[src/rtl/sram_ctrl_pkg.sv]
package sram_ctrl_pkg;
  typedef enum logic [1:0] {
    ST_IDLE   = 2'd0,
    ST_TURN   = 2'd1,
    ST_ACCESS = 2'd2,
    ST_HOLD   = 2'd3
  } ctrl_st_e;
endpackage

[src/rtl/sram_ctrl_seq.sv]
module sram_ctrl_seq
  import sram_ctrl_pkg::*;
#(
  parameter int WAIT_CYCLES = 2,
  localparam int CNT_W = (WAIT_CYCLES > 1) ? $clog2(WAIT_CYCLES) : 1
) (
  input  logic     clk_i,
  input  logic     rst_ni,
  input  logic     accept_i,
  input  logic     turn_i,
  input  logic     op_write_i,
  output ctrl_st_e state_o,
  output logic     last_o
);
  localparam logic [CNT_W-1:0] LAST_CNT = CNT_W'(WAIT_CYCLES - 1);

  ctrl_st_e   state_q;
  logic [CNT_W-1:0] cnt_q;

  always_ff @(posedge clk_i or negedge rst_ni) begin
    if (!rst_ni) begin
      state_q <= ST_IDLE;
      cnt_q   <= '0;
    end else begin
      unique case (state_q)
        ST_IDLE: if (accept_i) begin
          state_q <= turn_i ? ST_TURN : ST_ACCESS;
          cnt_q   <= '0;
        end
        ST_TURN: state_q <= ST_ACCESS;
        ST_ACCESS: begin
          if (cnt_q == LAST_CNT) begin
            state_q <= op_write_i ? ST_HOLD : ST_IDLE;
            cnt_q   <= '0;
          end else begin
            cnt_q <= cnt_q + 1'b1;
          end
        end
        ST_HOLD: state_q <= ST_IDLE;
        default: state_q <= ST_IDLE;
      endcase
    end
  end

  assign state_o = state_q;
  assign last_o  = (state_q == ST_ACCESS) && (cnt_q == LAST_CNT);

  // the wait counter never runs past its last value
  p_cnt_bound_r2: assert property (@(posedge clk_i) disable iff (!rst_ni)
    cnt_q <= LAST_CNT);
endmodule

[src/rtl/sram_ctrl_lanes.sv]
module sram_ctrl_lanes #(
  parameter int LANES = 2,
  localparam int DATA_W = LANES * 8
) (
  input  logic              clk_i,
  input  logic              rst_ni,
  input  logic              active_i,
  input  logic              capture_i,
  input  logic [LANES-1:0]  mask_i,
  input  logic [DATA_W-1:0] dq_i,
  output logic [LANES-1:0]  be_no,
  output logic              rsp_valid_o,
  output logic [DATA_W-1:0] rdata_o
);
  always_ff @(posedge clk_i or negedge rst_ni) begin
    if (!rst_ni) rsp_valid_o <= 1'b0;
    else         rsp_valid_o <= capture_i;
  end

  for (genvar g = 0; g < LANES; g++) begin : g_lane
    assign be_no[g] = !(active_i && mask_i[g]);

    always_ff @(posedge clk_i or negedge rst_ni) begin
      if (!rst_ni)        rdata_o[g*8 +: 8] <= '0;
      else if (capture_i) rdata_o[g*8 +: 8] <= mask_i[g] ? dq_i[g*8 +: 8] : 8'h00;
    end

    // an unselected lane reads as zero
    p_lane_zero_r5: assert property (@(posedge clk_i) disable iff (!rst_ni)
      (rsp_valid_o && !mask_i[g]) |-> (rdata_o[g*8 +: 8] == 8'h00));
  end
endmodule

[src/rtl/sram_lane_ctrl.sv]
module sram_lane_ctrl
  import sram_ctrl_pkg::*;
#(
  parameter int ADDR_W      = 16,
  parameter int DATA_W      = 16,
  parameter int WAIT_CYCLES = 2,
  localparam int LANES = DATA_W / 8
) (
  input  logic              clk_i,
  input  logic              rst_ni,
  input  logic              req_valid_i,
  output logic              req_ready_o,
  input  logic              req_write_i,
  input  logic [ADDR_W-1:0] req_addr_i,
  input  logic [DATA_W-1:0] req_wdata_i,
  input  logic [LANES-1:0]  req_mask_i,
  output logic              rsp_valid_o,
  output logic [DATA_W-1:0] rsp_rdata_o,
  output logic [ADDR_W-1:0] mem_addr_o,
  output logic              mem_ce_no,
  output logic              mem_we_no,
  output logic              mem_oe_no,
  output logic [LANES-1:0]  mem_be_no,
  output logic [DATA_W-1:0] mem_dq_o,
  input  logic [DATA_W-1:0] mem_dq_i,
  output logic              mem_dq_oe_o
);
  ctrl_st_e          state;
  logic              last;
  logic              accept, turn, in_access;
  logic              have_prev_q, op_write_q;
  logic [ADDR_W-1:0] op_addr_q;
  logic [DATA_W-1:0] op_wdata_q;
  logic [LANES-1:0]  op_mask_q;

  assign req_ready_o = (state == ST_IDLE);
  assign accept      = req_valid_i && req_ready_o;
  assign turn        = have_prev_q && (op_write_q != req_write_i);
  assign in_access   = (state == ST_ACCESS);

  always_ff @(posedge clk_i or negedge rst_ni) begin
    if (!rst_ni) begin
      have_prev_q <= 1'b0;
      op_write_q  <= 1'b0;
      op_addr_q   <= '0;
      op_wdata_q  <= '0;
      op_mask_q   <= '0;
    end else if (accept) begin
      have_prev_q <= 1'b1;
      op_write_q  <= req_write_i;
      op_addr_q   <= req_addr_i;
      op_wdata_q  <= req_wdata_i;
      op_mask_q   <= req_mask_i;
    end
  end

  sram_ctrl_seq #(.WAIT_CYCLES(WAIT_CYCLES)) u_seq (
    .clk_i      (clk_i),
    .rst_ni     (rst_ni),
    .accept_i   (accept),
    .turn_i     (turn),
    .op_write_i (op_write_q),
    .state_o    (state),
    .last_o     (last)
  );

  sram_ctrl_lanes #(.LANES(LANES)) u_lanes (
    .clk_i       (clk_i),
    .rst_ni      (rst_ni),
    .active_i    (in_access),
    .capture_i   (last && !op_write_q),
    .mask_i      (op_mask_q),
    .dq_i        (mem_dq_i),
    .be_no       (mem_be_no),
    .rsp_valid_o (rsp_valid_o),
    .rdata_o     (rsp_rdata_o)
  );

  // strobes decoded straight from state flops
  assign mem_addr_o  = op_addr_q;
  assign mem_dq_o    = op_wdata_q;
  assign mem_ce_no   = !in_access;
  assign mem_we_no   = !(in_access && op_write_q);
  assign mem_oe_no   = !(in_access && !op_write_q);
  assign mem_dq_oe_o = op_write_q && (in_access || state == ST_HOLD);

  // checker state: length of each chip-select pulse
  logic [7:0] ce_run_q;
  always_ff @(posedge clk_i or negedge rst_ni) begin
    if (!rst_ni)         ce_run_q <= '0;
    else if (!mem_ce_no) ce_run_q <= (ce_run_q == 8'hFF) ? ce_run_q : ce_run_q + 1'b1;
    else                 ce_run_q <= '0;
  end

  p_idle_quiet_r1: assert property (@(posedge clk_i) disable iff (!rst_ni)
    req_ready_o |-> (mem_ce_no && mem_we_no && mem_oe_no && (&mem_be_no) && !mem_dq_oe_o));

  p_write_drive_r2: assert property (@(posedge clk_i) disable iff (!rst_ni)
    !mem_we_no |-> (!mem_ce_no && mem_oe_no && mem_dq_oe_o));

  // every access pulse lasts WAIT_CYCLES
  p_pulse_len_r2: assert property (@(posedge clk_i) disable iff (!rst_ni)
    $rose(mem_ce_no) |-> (ce_run_q == 8'(WAIT_CYCLES)));

  p_we_rise_hold_r3: assert property (@(posedge clk_i) disable iff (!rst_ni)
    $rose(mem_we_no) |-> (mem_dq_oe_o && $stable(mem_addr_o) && $stable(mem_dq_o)));

  p_read_quiet_bus_r4: assert property (@(posedge clk_i) disable iff (!rst_ni)
    !mem_oe_no |-> (!mem_ce_no && mem_we_no));

  p_rsp_after_read_r5: assert property (@(posedge clk_i) disable iff (!rst_ni)
    rsp_valid_o |-> ($past(!mem_oe_no) && mem_oe_no));

  p_oe_after_drive_r6: assert property (@(posedge clk_i) disable iff (!rst_ni)
    $fell(mem_oe_no) |-> !$past(mem_dq_oe_o));

  p_bus_vs_oe_r7: assert property (@(posedge clk_i) disable iff (!rst_ni)
    mem_dq_oe_o |-> mem_oe_no);

  p_addr_stable_r8: assert property (@(posedge clk_i) disable iff (!rst_ni)
    (!mem_ce_no && $past(!mem_ce_no)) |-> $stable(mem_addr_o));
endmodule

[config.mk]
export PLATFORM = sky130hd
export DESIGN_NAME = sram_lane_ctrl
export DESIGN_NICKNAME = d
export VERILOG_FILES = /design/src/rtl/sram_ctrl_pkg.sv /design/src/rtl/sram_ctrl_seq.sv /design/src/rtl/sram_ctrl_lanes.sv /design/src/rtl/sram_lane_ctrl.sv
export SDC_FILE = /design/constraint.sdc
export NUM_CORES = 1
export LEC_CHECK = 0
export ABC_AREA = 1
export CORE_MARGIN = 5
export CORE_UTILIZATION = 62
export DETAILED_ROUTE_END_ITERATION = 8
export DONT_BUFFER_PORTS = 1
export PLACE_DENSITY = 0.82
export SLEW_MARGIN = 20
export SYNTH_ARGS = -nofsm -noshare
export SYNTH_HDL_FRONTEND = slang
export SYNTH_SLANG_ARGS = --single-unit
[constraint.sdc]
create_clock -name clk_i -period 1.36 [get_ports clk_i]
set_input_delay 0.068 -clock clk_i [delete_from_list [all_inputs] [get_ports clk_i]]
set_output_delay 0.068 -clock clk_i [all_outputs]
set_load 0.1 [all_outputs]
==> impl_summary.txt, run 1 <==
----------------------------------------------------
[Status]
  Run status ... did not finish
  Last flow stage reached ... global routing
  Log Error ... [ERROR DPL-0038] Utilization greater than 100%, impossible to legalize

[Die]
  Effective utilization at floorplan ... 0.6445
  Number of cell rows ... 22
  Vertical die dimension ... between 70 and 80 um
  I/O pin cnt ... 110
  Horizontal die dimension ... approximately 72 um

[Synthesis]
  Share of synthesized registers carrying an async set or reset ... 1.000
  Most common cell in the netlist ... nand2_1
  Gate count after technology mapping ... approximately 260
  Proportion of synthesized chip area in sequential cells ... 0.5895
  Cell area after technology mapping ... between 2000 and 2500 um^2
  Top cells by area, synth ... dfrtp_1 (59%), nand2_1 (19%), nand3_1 (7.4%)
  Post-synthesis cell type with the largest combined area ... dfrtp_1
  Predominant post-synthesis flop cell ... dfrtp_1
  Post-synth top area share ... 0.5895
  Unique cell type count in the Yosys netlist ... 16
  Count of flip-flops with a built-in enable after synthesis ... 0
  Most frequent cells after synthesis ... nand2_1 (122), dfrtp_1 (56), nand3_1 (35), o21ai_2 (16), inv_1 (10)
  Synthesized Nets ... 316
  Yosys warns ... 0
  Register bit total from synthesis ... 56
  Mapped Avg Cell Area ... around 9.1 um^2

[Place]
  Placer Congestion ... approximately 0.8
  IO buf count ... 0
  Detailed placer's ending HPWL ... 4.234 mm
  Number of placed instances, taps included ... about 360

[Clocking]
  Htree depth ... 2
  Clock Path Buffers ... 2
  Sinks on the clock net ... 56
  Master cell of the clock root buffer ... clkbuf_8
  CTS Buf Count ... 5

[STA]
  Type of pin the worst path ends at ... output port
  Last reported worst endpoint of the global-route repair pass ... mem_ce_no

[Global route]
  Largest net degree at the start of global routing ... between 50 and 60

----------------------------------------------------
[repair_timing]
item                                   in CTS
hold buffers                               52
endpoints found under the hold margin     107
setup buffers                               2
setup endpoints to repair                   7
pin swaps                                   2
resized for setup                          16
gates cloned                                0
[cell families after synthesis]
logic type             Yosys count  synth area share
flip-flops                      56            0.5895
AO/OA/AOI/OAI                   18           0.06315
AND/OR/NAND/NOR                161            0.2847
buffers and inverters           27           0.06263
[through the flow]
stage / hold slack, ns / setup WS [ns] / TNS, ns / cell area [um^2] / util
after detailed placement: -0.2265 / 0.09190 / 0 / 2895 / 0.7849
after global placement: -0.2265 / 0.1822 / 0 / 2895 / 0.7849
after CTS: -0.5497 / -0.05503 / -0.2230 / 3577 / 0.9698
after floorplan: -0.2276 / -0.2191 / -0.4054 / 2415 / -
==> run 2, diff against run 1 <==
--- a/config.mk
+++ b/config.mk
@@ -7,10 +7,10 @@
 export LEC_CHECK = 0
 export ABC_AREA = 1
 export CORE_MARGIN = 5
-export CORE_UTILIZATION = 62
+export CORE_UTILIZATION = 40
 export DETAILED_ROUTE_END_ITERATION = 8
 export DONT_BUFFER_PORTS = 1
-export PLACE_DENSITY = 0.82
+export PLACE_DENSITY_LB_ADDON = 0.15
 export SLEW_MARGIN = 20
 export SYNTH_ARGS = -nofsm -noshare
 export SYNTH_HDL_FRONTEND = slang
==> impl_summary.txt, run 2 <==
----------------------------------------------------
[Die]
  Core footprint ... about 5900 um^2
  Vertical die dimension ... roughly 87 um
  I/O pin cnt ... 110
  Effective utilization at floorplan ... 0.4063
  Die Outline Area ... 7585 um^2
  Horizontal die dimension ... around 87 um
  Number of cell rows ... 28

[Clocking]
  Sinks on the clock net ... 56
  Worst skew pair latency ... 0.30 ns
  Clock transition at the registers of the reported paths ... roughly 0.09 ns
  Clock Path Buffers ... 2
  CTS Buf Count ... 5
  Htree depth ... 2
  Master cell of the clock root buffer ... clkbuf_8
  Clock tree from TritonCTS ... built
  Hold Buf Count CTS ... 52

[Finish]
  Most common cell after layout, fill and taps aside ... nand2_1
  Share of layout cells above drive strength 1 ... 0.2754
  NumNets Final ... 427
  Highest-count cells in the layout ignoring fill and taps ... nand2_1 (120), buf_4 (57), dfrtp_1 (54)
  Synthesis-to-finish area growth ... 53.42%
  Post-route insts no fill ... around 450
  Number of antenna cells inserted ... 0
  Fraction of the core area covered by cells at the end of the flow ... 0.6234

[Synthesis]
  Count of flip-flops with a built-in enable after synthesis ... 0
  Register bit total from synthesis ... 56
  Mapped Avg Cell Area ... 9.074 um^2
  Post-synth top area share ... 0.5895
  Most frequent cells after synthesis ... nand2_1 (122), dfrtp_1 (56), nand3_1 (35), o21ai_2 (16), inv_1 (10)
  Most common cell in the netlist ... nand2_1
  Proportion of synthesized chip area in sequential cells ... 0.5895
  Gate count after technology mapping ... 262
  Share of synthesized registers carrying an async set or reset ... 1.000
  Synthesized Nets ... between 300 and 400
  Post-synthesis cell type with the largest combined area ... dfrtp_1
  Unique cell type count in the Yosys netlist ... 16
  Top cells by area, synth ... dfrtp_1 (59%), nand2_1 (19%), nand3_1 (7.4%)
  Yosys warns ... 0
  Cell area after technology mapping ... roughly 2400 um^2
  Predominant post-synthesis flop cell ... dfrtp_1

[STA]
  Clock skew after layout ... 0.005186 ns
  Worst path setup slack after routing ... -0.01657 ns
  Max-slew headroom ... 0.7692
  Minimum clock period after layout ... about 1.4 ns
  Achievable frequency ... around 730 MHz
  Final count of pins violating max slew ... 0
  Count of endpoints failing setup in the final report ... 2
  Final-layout worst hold slack ... -0.5485 ns
  RSZ-0062 raised after global routing ... true
  Actual slew at the worst max-slew pin ... around 0.35 ns
  Share of the cycle needed by the critical path after routing ... 1.012
  Endpoints failing hold ... 56

[Setup path]
  Required time of the critical path ... around 1.3 ns
  Startpoint types ... register
  Crit Path Max Fanout ... 4
  Type of element capturing the critical path ... primary output
  Category of the most critical setup path ... reg2out
  Critical Path AT ... between 1 and 1.5 ns

[Status]
  Violated checks ... hold timing, setup timing
  Run status ... complete, but fails checks

[Global route]
  Global-route wire length before repair ... 10.38 mm
  Global routing met1 resource utilization ... 0.2273
  Met3 track demand over resource ... 0.04920
  Overall fraction of global-route tracks in use ... 0.1732
  Initial antenna violation count ... 0
  Largest net degree at the start of global routing ... 57
  Remaining Overflow, GRT ... 0
  Global route hottest layer ... met2
  Number of global-route vias before repair ... 2,111
  Met2 track utilization from global routing ... 0.2830

[Route]
  Antenna viol nets, final ... 0
  Detailed Route WL ... approximately 6.3 mm
  Router iterations before antenna repair ... 4
  Vias ... 2,050
  Vias per std cell ... around 4.6
  Number of violations reported at the end of detailed-routing iteration 0 ... 60
  Wire length per cell after detailed routing ... ~14 um
  DRC errors left ... 0

[Place]
  Placer Congestion ... approximately 0.77
  Number of placed instances, taps included ... about 380
  Detailed placer's ending HPWL ... between 3 and 4 mm
  IO buf count ... 0

[Flow run]
  Max-capacitance violation count ... 0

[Min path]
  Class of the tightest hold or removal check ... in2async

----------------------------------------------------
[run 2: cell counts after synthesis]
Identical to the previous run, type by type.
[run 2: per-stage QoR]
step                setup TNS, ns  cell area [um^2]  worst slack [ns]
floorplan                 -0.4054              2415           -0.2191
global placement                0              2914            0.1926
detailed placement              0              2914            0.1537
CTS                       -0.1056              3613          -0.04327
global route              -0.2100              3647          -0.08836
finish                   -0.02957              3647          -0.01657
[run 2: timing repair]
item                       4_1_cts  5_1_grt
buffers inserted                 2        3
pin swaps                        1        3
hold endpoints to repair       108       56
setup endpoints to repair        7        7
resized for setup                9        3
gates cloned                     1        0
[run 2: layout make-up]
type | count | area, um^2
clock buffers | 8 | 90.09
multi-input cells | 179 | 854.6
repair buffers | 120 | 1156
flip-flops and latches | 56 | 1404
fillers | 502 | 2203
well taps | 75 | 93.84
inverters | 11 | 48.80
[run 2: per-layer routing]
| layer | part of all wire | vias up |
|---|---|---|
| li1 | - | 1042 |
| met1 | 0.43 | 946 |
| met2 | 0.50 | 57 |
| met3 | 0.061 | 5 |
| met4 | 0.0081 | 0 |
| met5 | 0 | - |
[run 2: logic make-up after synthesis]
family,share of synthesized area
and+or+nand+nor,0.2847
DFF,0.5895
buffers and inverters,0.06263
AOI/OAI and AO/OA,0.06315
[run 2: path summary, 6_finish.rpt]
kind	startpoint	end	slack, ns	depth (start not counted)
max	u_seq.state_o[1]$_DFFE_PN0P_	mem_ce_no	-0.02	5
min in group clk_i	req_write_i	u_seq.state_o[0]$_DFFE_PN0P_	0.05	4
min	rst_ni	mem_dq_o[10]$_DFFE_PN0P_	-0.55	0
max reg2reg	u_seq.state_o[1]$_DFFE_PN0P_	u_lanes.rdata_o[12]$_DFFE_PN0P_	0.13	7
max in group asynchronous	rst_ni	u_seq.state_o[1]$_DFFE_PN0P_	1.80	0
min reg2reg	have_prev_q$_DFFE_PN0P_	have_prev_q$_DFFE_PN0P_	0.46	2
[run 2: worst max-delay path, cell delays in order (launching register included)]
cell and delay, ns:
dfrtp_2 0.43, inv_2 0.07, nor2_4 0.11, buf_6 0.13
clkinvlp_4 0.10, buf_12 0.17
Power of run 2 is left out: the tool's default activity adds up to more than one toggle a clock period on the data nets, which glitch-free logic cannot reach.
==> run 3, diff against run 2 <==
--- a/config.mk
+++ b/config.mk
@@ -6,8 +6,10 @@
 export NUM_CORES = 1
 export LEC_CHECK = 0
 export ABC_AREA = 1
+export CELL_PAD_IN_SITES_DETAIL_PLACEMENT = 0
+export CELL_PAD_IN_SITES_GLOBAL_PLACEMENT = 2
 export CORE_MARGIN = 5
-export CORE_UTILIZATION = 40
+export CORE_UTILIZATION = 34
 export DETAILED_ROUTE_END_ITERATION = 8
 export DONT_BUFFER_PORTS = 1
 export PLACE_DENSITY_LB_ADDON = 0.15
==> constraint.sdc (replaced) <==
create_clock -name clk_i -period 1.36 [get_ports clk_i]
set_input_delay 0.068 -clock clk_i [delete_from_list [all_inputs] [get_ports clk_i]]
set_output_delay 0.068 -clock clk_i [all_outputs]
set_load 0.01 [all_outputs]
==> impl_summary.txt, run 3 (same netlist as run 2, synthesis figures left out) <==
----------------------------------------------------
[Die]
  Horizontal die dimension ... 93.62 um
  Core footprint ... about 6800 um^2
  Vertical die dimension ... 93.62 um
  Effective utilization at floorplan ... 0.3499
  Die Outline Area ... 8765 um^2
  I/O pin cnt ... 110
  Number of cell rows ... 30

[STA]
  Clock skew after layout ... 0.008669 ns
  Achievable frequency ... roughly 800 MHz
  RSZ-0062 raised after global routing ... true
  Final-layout worst hold slack ... -0.5499 ns
  Minimum clock period after layout ... ~1.3 ns
  Share of the cycle needed by the critical path after routing ... 0.9236
  Max-slew headroom ... 0.7401
  Final count of pins violating max slew ... 0
  Actual slew at the worst max-slew pin ... just under 0.4 ns
  Endpoints failing hold ... 56
  Count of endpoints failing setup in the final report ... 0

[Route]
  Router iterations before antenna repair ... 4
  Detailed Route WL ... between 6 and 7 mm
  Antenna viol nets, final ... 0
  Vias ... about 1,800
  Wire length per cell after detailed routing ... between 15 and 20 um
  Number of violations reported at the end of detailed-routing iteration 0 ... 103
  DRC errors left ... 0
  Vias per std cell ... 4.480

[Clocking]
  Worst skew pair latency ... 0.30 ns
  Master cell of the clock root buffer ... clkbuf_8
  Clock transition at the registers of the reported paths ... approximately 0.10 ns
  CTS Buf Count ... 5
  Sinks on the clock net ... between 50 and 60
  Clock tree from TritonCTS ... built
  Number of setup buffers added after CTS ... 0
  Hold Buf Count CTS ... 52
  Clock Path Buffers ... 2
  Htree depth ... 2

[Flow run]
  Max-capacitance violation count ... 0

[Finish]
  Share of layout cells above drive strength 1 ... 0.1122
  Highest-count cells in the layout ignoring fill and taps ... nand2_1 (122), dfrtp_1 (55), dlygate4sd3_1 (51)
  Most common cell after layout, fill and taps aside ... nand2_1
  Fraction of the core area covered by cells at the end of the flow ... 0.4510
  Number of antenna cells inserted ... 0
  Layout fillers ... 679
  Multi-input gate area ... 827.0 um^2
  Sequential Area ... about 1400 um^2
  Synthesis-to-finish area growth ... 28.89%
  NumNets Final ... approximately 370

[Status]
  Violated checks ... hold timing
  Run status ... complete, but fails checks

[Place]
  Detailed placer's ending HPWL ... approximately 4.0 mm
  IO buf count ... 0
  Placer Congestion ... a little over 0.7

[Global route]
  Initial antenna violation count ... 0
  Largest net degree at the start of global routing ... 57
  Remaining Overflow, GRT ... 0
  Number of global-route vias before repair ... 1,944
  Global-route wire length before repair ... between 10 and 15 mm
  Overall fraction of global-route tracks in use ... 0.1427

[Setup path]
  WP depth ... 5
  Worst r2r path cells ... 5
  Master of the slowest instance on the critical path ... dfrtp_2
  Bufs and invs on worst path ... 1
  Critical Path AT ... around 1.5 ns
  Category of the most critical setup path ... reg2reg
  Largest stage delay on the critical path ... roughly 0.46 ns
  Capturing instance or port of the critical path ... mem_addr_o[12]$_DFFE_PN0P_
  Type of element capturing the critical path ... register
  Startpoint types ... register
  Minimum setup slack among reg-to-reg paths ... between 0.1 and 0.15 ns
  Crit-path most repeated cell ... nand2_1
  Reg2Reg Capture Point ... mem_addr_o[12]$_DFFE_PN0P_
  Critical path launch point ... u_seq.state_o[1]$_DFFE_PN0P_
  Required time of the critical path ... around 1.6 ns
  Crit Path Max Fanout ... 17
  Kind of cell adding the most delay to the critical path ... flip-flops
  Reg-to-Reg Start ... u_seq.state_o[1]$_DFFE_PN0P_
  CP Cell Sequence ... nor2_4, nand2_1, buf_4, nand2_1, nand2_1

[Power]
  Overall power after layout ... 6.295 mW
  Static leakage ... 1.527 nW
  Maximum VDD drop ... approximately 0.7 mV
  Total power divided by cell area ... around 2100 nW/um^2

[Min path]
  Class of the tightest hold or removal check ... in2async

----------------------------------------------------
==> run 3: how the worst min path moves through the flow <==
stage / start / to / slack [ns] / cells after the start
6_report: rst_ni / u_lanes.rdata_o[0]$_DFFE_PN0P_ / -0.55 / 0
5_1_grt: rst_ni / mem_dq_o[13]$_DFFE_PN0P_ / -0.58 / 0
4_1_cts: rst_ni / u_lanes.rdata_o[4]$_DFFE_PN0P_ / -0.56 / 0
3_5_place_dp: rst_ni / u_lanes.rdata_o[10]$_DFFE_PN0P_ / -0.23 / 0
3_3_place_gp: rst_ni / u_lanes.rdata_o[10]$_DFFE_PN0P_ / -0.23 / 0
2_1_floorplan: rst_ni / have_prev_q$_DFFE_PN0P_ / -0.23 / 0
==> run 3: layout make-up <==
cell class | count | area share
clock buffer | 6 | 0.02368
clock inverter | 1 | 0.001633
inverter | 11 | 0.01347
multi-input combinational | 179 | 0.2699
sequential | 56 | 0.4577
tap | 96 | 0.03920
timing repair buffer | 59 | 0.1944
==> run 3: per-layer routing <==
metal	part of all wire	routed length (um)	up-vias	track usage
met5	0	0	-	0
met4	0.0083	51	0	0.03851
met3	0.077	473	4	0.04988
met2	0.47	2868	63	0.2239
met1	0.45	2738	848	0.1872
li1	-	-	913	-
==> run 3: stage by stage <==
| step | hold slack, ns | setup TNS [ns] | std cells | worst slack (ns) | area, um^2 |
|---|---|---|---|---|---|
| 6_report | -0.5499 | 0 | 408 | 0.1039 | 3064 |
| 3_5_place_dp | -0.2253 | 0 | 349 | 0.07892 | 2455 |
| 4_1_cts | -0.5648 | 0 | 408 | 0.05306 | 3063 |
| 3_3_place_gp | -0.2262 | 0 | 349 | 0.1308 | 2455 |
| 2_1_floorplan | -0.2276 | 0 | 262 | 0.1853 | 2377 |
| 5_1_grt | -0.5848 | -0.04034 | 408 | -0.01485 | 3064 |
==> run 3: power by group <==
| group | switching (mW) | total (mW) | internal [mW] |
|---|---|---|---|
| Clock | 0.503 | 0.855 | 0.352 |
| Sequential | 0.990 | 3.42 | 2.43 |
| Combinational | 1.22 | 2.02 | 0.798 |
| Total | 2.71 | 6.30 | 3.58 |
==> run 3: timing repair <==
action,CTS,global route
hold endpoints to repair,108,56
resized for setup,0,1
setup endpoints to repair,0,17
Note: power is estimated with default switching activity, not from simulation.
==> run 4, diff against run 3 <==
==> constraint.sdc (replaced) <==
create_clock -name clk_i -period 1.36 [get_ports clk_i]
set_input_delay 0.068 -clock clk_i [delete_from_list [all_inputs] [get_ports clk_i]]
set_output_delay 0.068 -clock clk_i [all_outputs]
set_load 0.005 [all_outputs]
==> impl_summary.txt, run 4 (same netlist as run 2, synthesis figures left out) <==
----------------------------------------------------
[Status]
  Run status ... complete, but fails checks
  Violated checks ... hold timing

[Clocking]
  Post-cts resize count ... 0
  Master cell of the clock root buffer ... clkbuf_8
  Clock tree from TritonCTS ... built
  Hold Buf Count CTS ... 52
  Htree depth ... 2
  Clock transition at the registers of the reported paths ... around 0.1 ns
  CTS Buf Count ... 5
  Sinks on the clock net ... 56
  Worst skew pair latency ... ~0.30 ns
  Number of setup buffers added after CTS ... 0
  Clock Path Buffers ... 2

[Setup path]
  Category of the most critical setup path ... reg2reg
  Required time of the critical path ... approximately 1.6 ns
  Master of the slowest instance on the critical path ... dfrtp_1
  Crit Path Max Fanout ... 17
  Crit-path most repeated cell ... nand2_1
  Largest stage delay on the critical path ... roughly 0.45 ns
  Critical Path AT ... between 1 and 1.5 ns
  Type of element capturing the critical path ... register
  Startpoint types ... register
  CP Cell Sequence ... nor2_4, nand2_1, buf_4, nand2_1, nand2_1

[Die]
  Vertical die dimension ... ~94 um
  Effective utilization at floorplan ... 0.3499
  Die Outline Area ... roughly 9000 um^2
  Number of cell rows ... 30
  Horizontal die dimension ... 93.62 um
  Core footprint ... 6794 um^2
  I/O pin cnt ... 110

[Place]
  Placer Congestion ... approximately 0.72
  Detailed placer's ending HPWL ... between 3 and 4 mm
  IO buf count ... 0
  Number of placed instances, taps included ... ~350
  DP Worst Slack ... 0.07304 ns
  Placed Area ... roughly 2500 um^2

[STA]
  Worst path setup slack after routing ... just under 0.1 ns
  Actual slew at the worst max-slew pin ... 0.3697 ns
  RSZ-0062 raised after global routing ... true
  Share of the cycle needed by the critical path after routing ... 0.9280
  Endpoints failing hold ... between 50 and 60
  Achievable frequency ... between 700 and 800 MHz
  Clock skew after layout ... about 0.0073 ns
  Final count of pins violating max slew ... 0
  Max-slew headroom ... 0.7535
  Final-layout worst hold slack ... -0.5493 ns
  Count of endpoints failing setup in the final report ... 0
  Minimum clock period after layout ... about 1.3 ns

[Finish]
  Highest-count cells in the layout ignoring fill and taps ... nand2_1 (122), dfrtp_1 (56), dlygate4sd3_1 (51)
  Share of layout cells above drive strength 1 ... 0.1086
  NumNets Final ... approximately 370
  Layout fillers ... about 670
  Number of antenna cells inserted ... 0
  Most common cell after layout, fill and taps aside ... nand2_1
  Fraction of the core area covered by cells at the end of the flow ... 0.4527
  Synthesis-to-finish area growth ... 29.37%
  Post-route cell area ... 3075 um^2
  Post-route insts no fill ... 409

[Flow run]
  Max-capacitance violation count ... 0

[Global route]
  Remaining Overflow, GRT ... 0
  Global-route wire length before repair ... between 9 and 10 mm
  Largest net degree at the start of global routing ... 57
  Initial antenna violation count ... 0
  Number of global-route vias before repair ... just under 2,000
  Overall fraction of global-route tracks in use ... 0.1421

[Route]
  Number of violations reported at the end of detailed-routing iteration 0 ... ~110
  Detailed Route WL ... around 6 mm
  Wire length per cell after detailed routing ... 14.64 um
  DRC errors left ... 0
  Vias per std cell ... roughly 4.5
  Vias ... 1,858
  Router iterations before antenna repair ... 4
  Antenna viol nets, final ... 0

[Power]
  Maximum VDD drop ... 0.7367 mV
  Static leakage ... around 1.5 nW
  Total power divided by cell area ... between 1500 and 2000 nW/um^2

[Min path]
  Class of the tightest hold or removal check ... in2async

----------------------------------------------------
run 4: power breakdown:
part / internal (mW) / switching [mW] / leakage [nW]
registers: 2.43 / 0.719 / 0.708
logic: 0.799 / 1.16 / 0.779
clock network: 0.417 / 0.504 / 0.0455
total: 3.65 / 2.39 / 1.53
run 4: stage by stage:
| step | setup TNS (ns) | total power [mW] |
|---|---|---|
| 2_1_floorplan | 0 | 4.565 |
| 3_3_place_gp | 0 | 5.050 |
| 3_5_place_dp | 0 | 5.085 |
| 4_1_cts | 0 | 6.167 |
| 5_1_grt | -0.1351 | 6.605 |
| 6_report | 0 | 6.035 |
run 4: path summary, 6_finish.rpt:
check	from	endpoint	slack [ns]	cells past startpoint
setup / recovery	u_seq.state_o[1]$_DFFE_PN0P_	mem_dq_o[14]$_DFFE_PN0P_	0.1	5
hold / removal	rst_ni	u_lanes.rdata_o[1]$_DFFE_PN0P_	-0.55	0
setup reg to reg	u_seq.state_o[1]$_DFFE_PN0P_	mem_dq_o[14]$_DFFE_PN0P_	0.1	5
hold reg to reg	have_prev_q$_DFFE_PN0P_	have_prev_q$_DFFE_PN0P_	0.46	2
max in group asynchronous	rst_ni	mem_addr_o[14]$_DFFE_PN0P_	1.82	0
min in group clk_i	req_write_i	u_seq.state_o[0]$_DFFE_PN0P_	0.03	4
run 4: area by class of cell:
| cell class | instances | area, um^2 | share of cell area |
|---|---|---|---|
| Sequential cell | 56 | 1401 | 0.4557 |
| Multi-Input combinational cell | 179 | 827.0 | 0.2689 |
| Timing Repair Buffer | 59 | 595.6 | 0.1937 |
| Tap cell | 96 | 120.1 | 0.03906 |
| Clock buffer | 8 | 90.09 | 0.02929 |
| Inverter | 11 | 41.29 | 0.01343 |
run 4: routing by layer:
metal / wire (um) / GRT usage / up-vias / share of wire
met3: 506 / 0.05390 / 8 / 0.085
li1: - / - / 916 / -
met2: 2816 / 0.2245 / 67 / 0.47
met5: 0 / 0 / - / 0
met4: 79 / 0.03971 / 0 / 0.013
met1: 2585 / 0.1817 / 867 / 0.43
run 4: critical path: cells and delay by family, from the launching register on:
kind                   cells  cell delay [ns]
flip-flops                 1             0.45
buffers and inverters      1             0.26
AND/OR/NAND/NOR            4             0.46
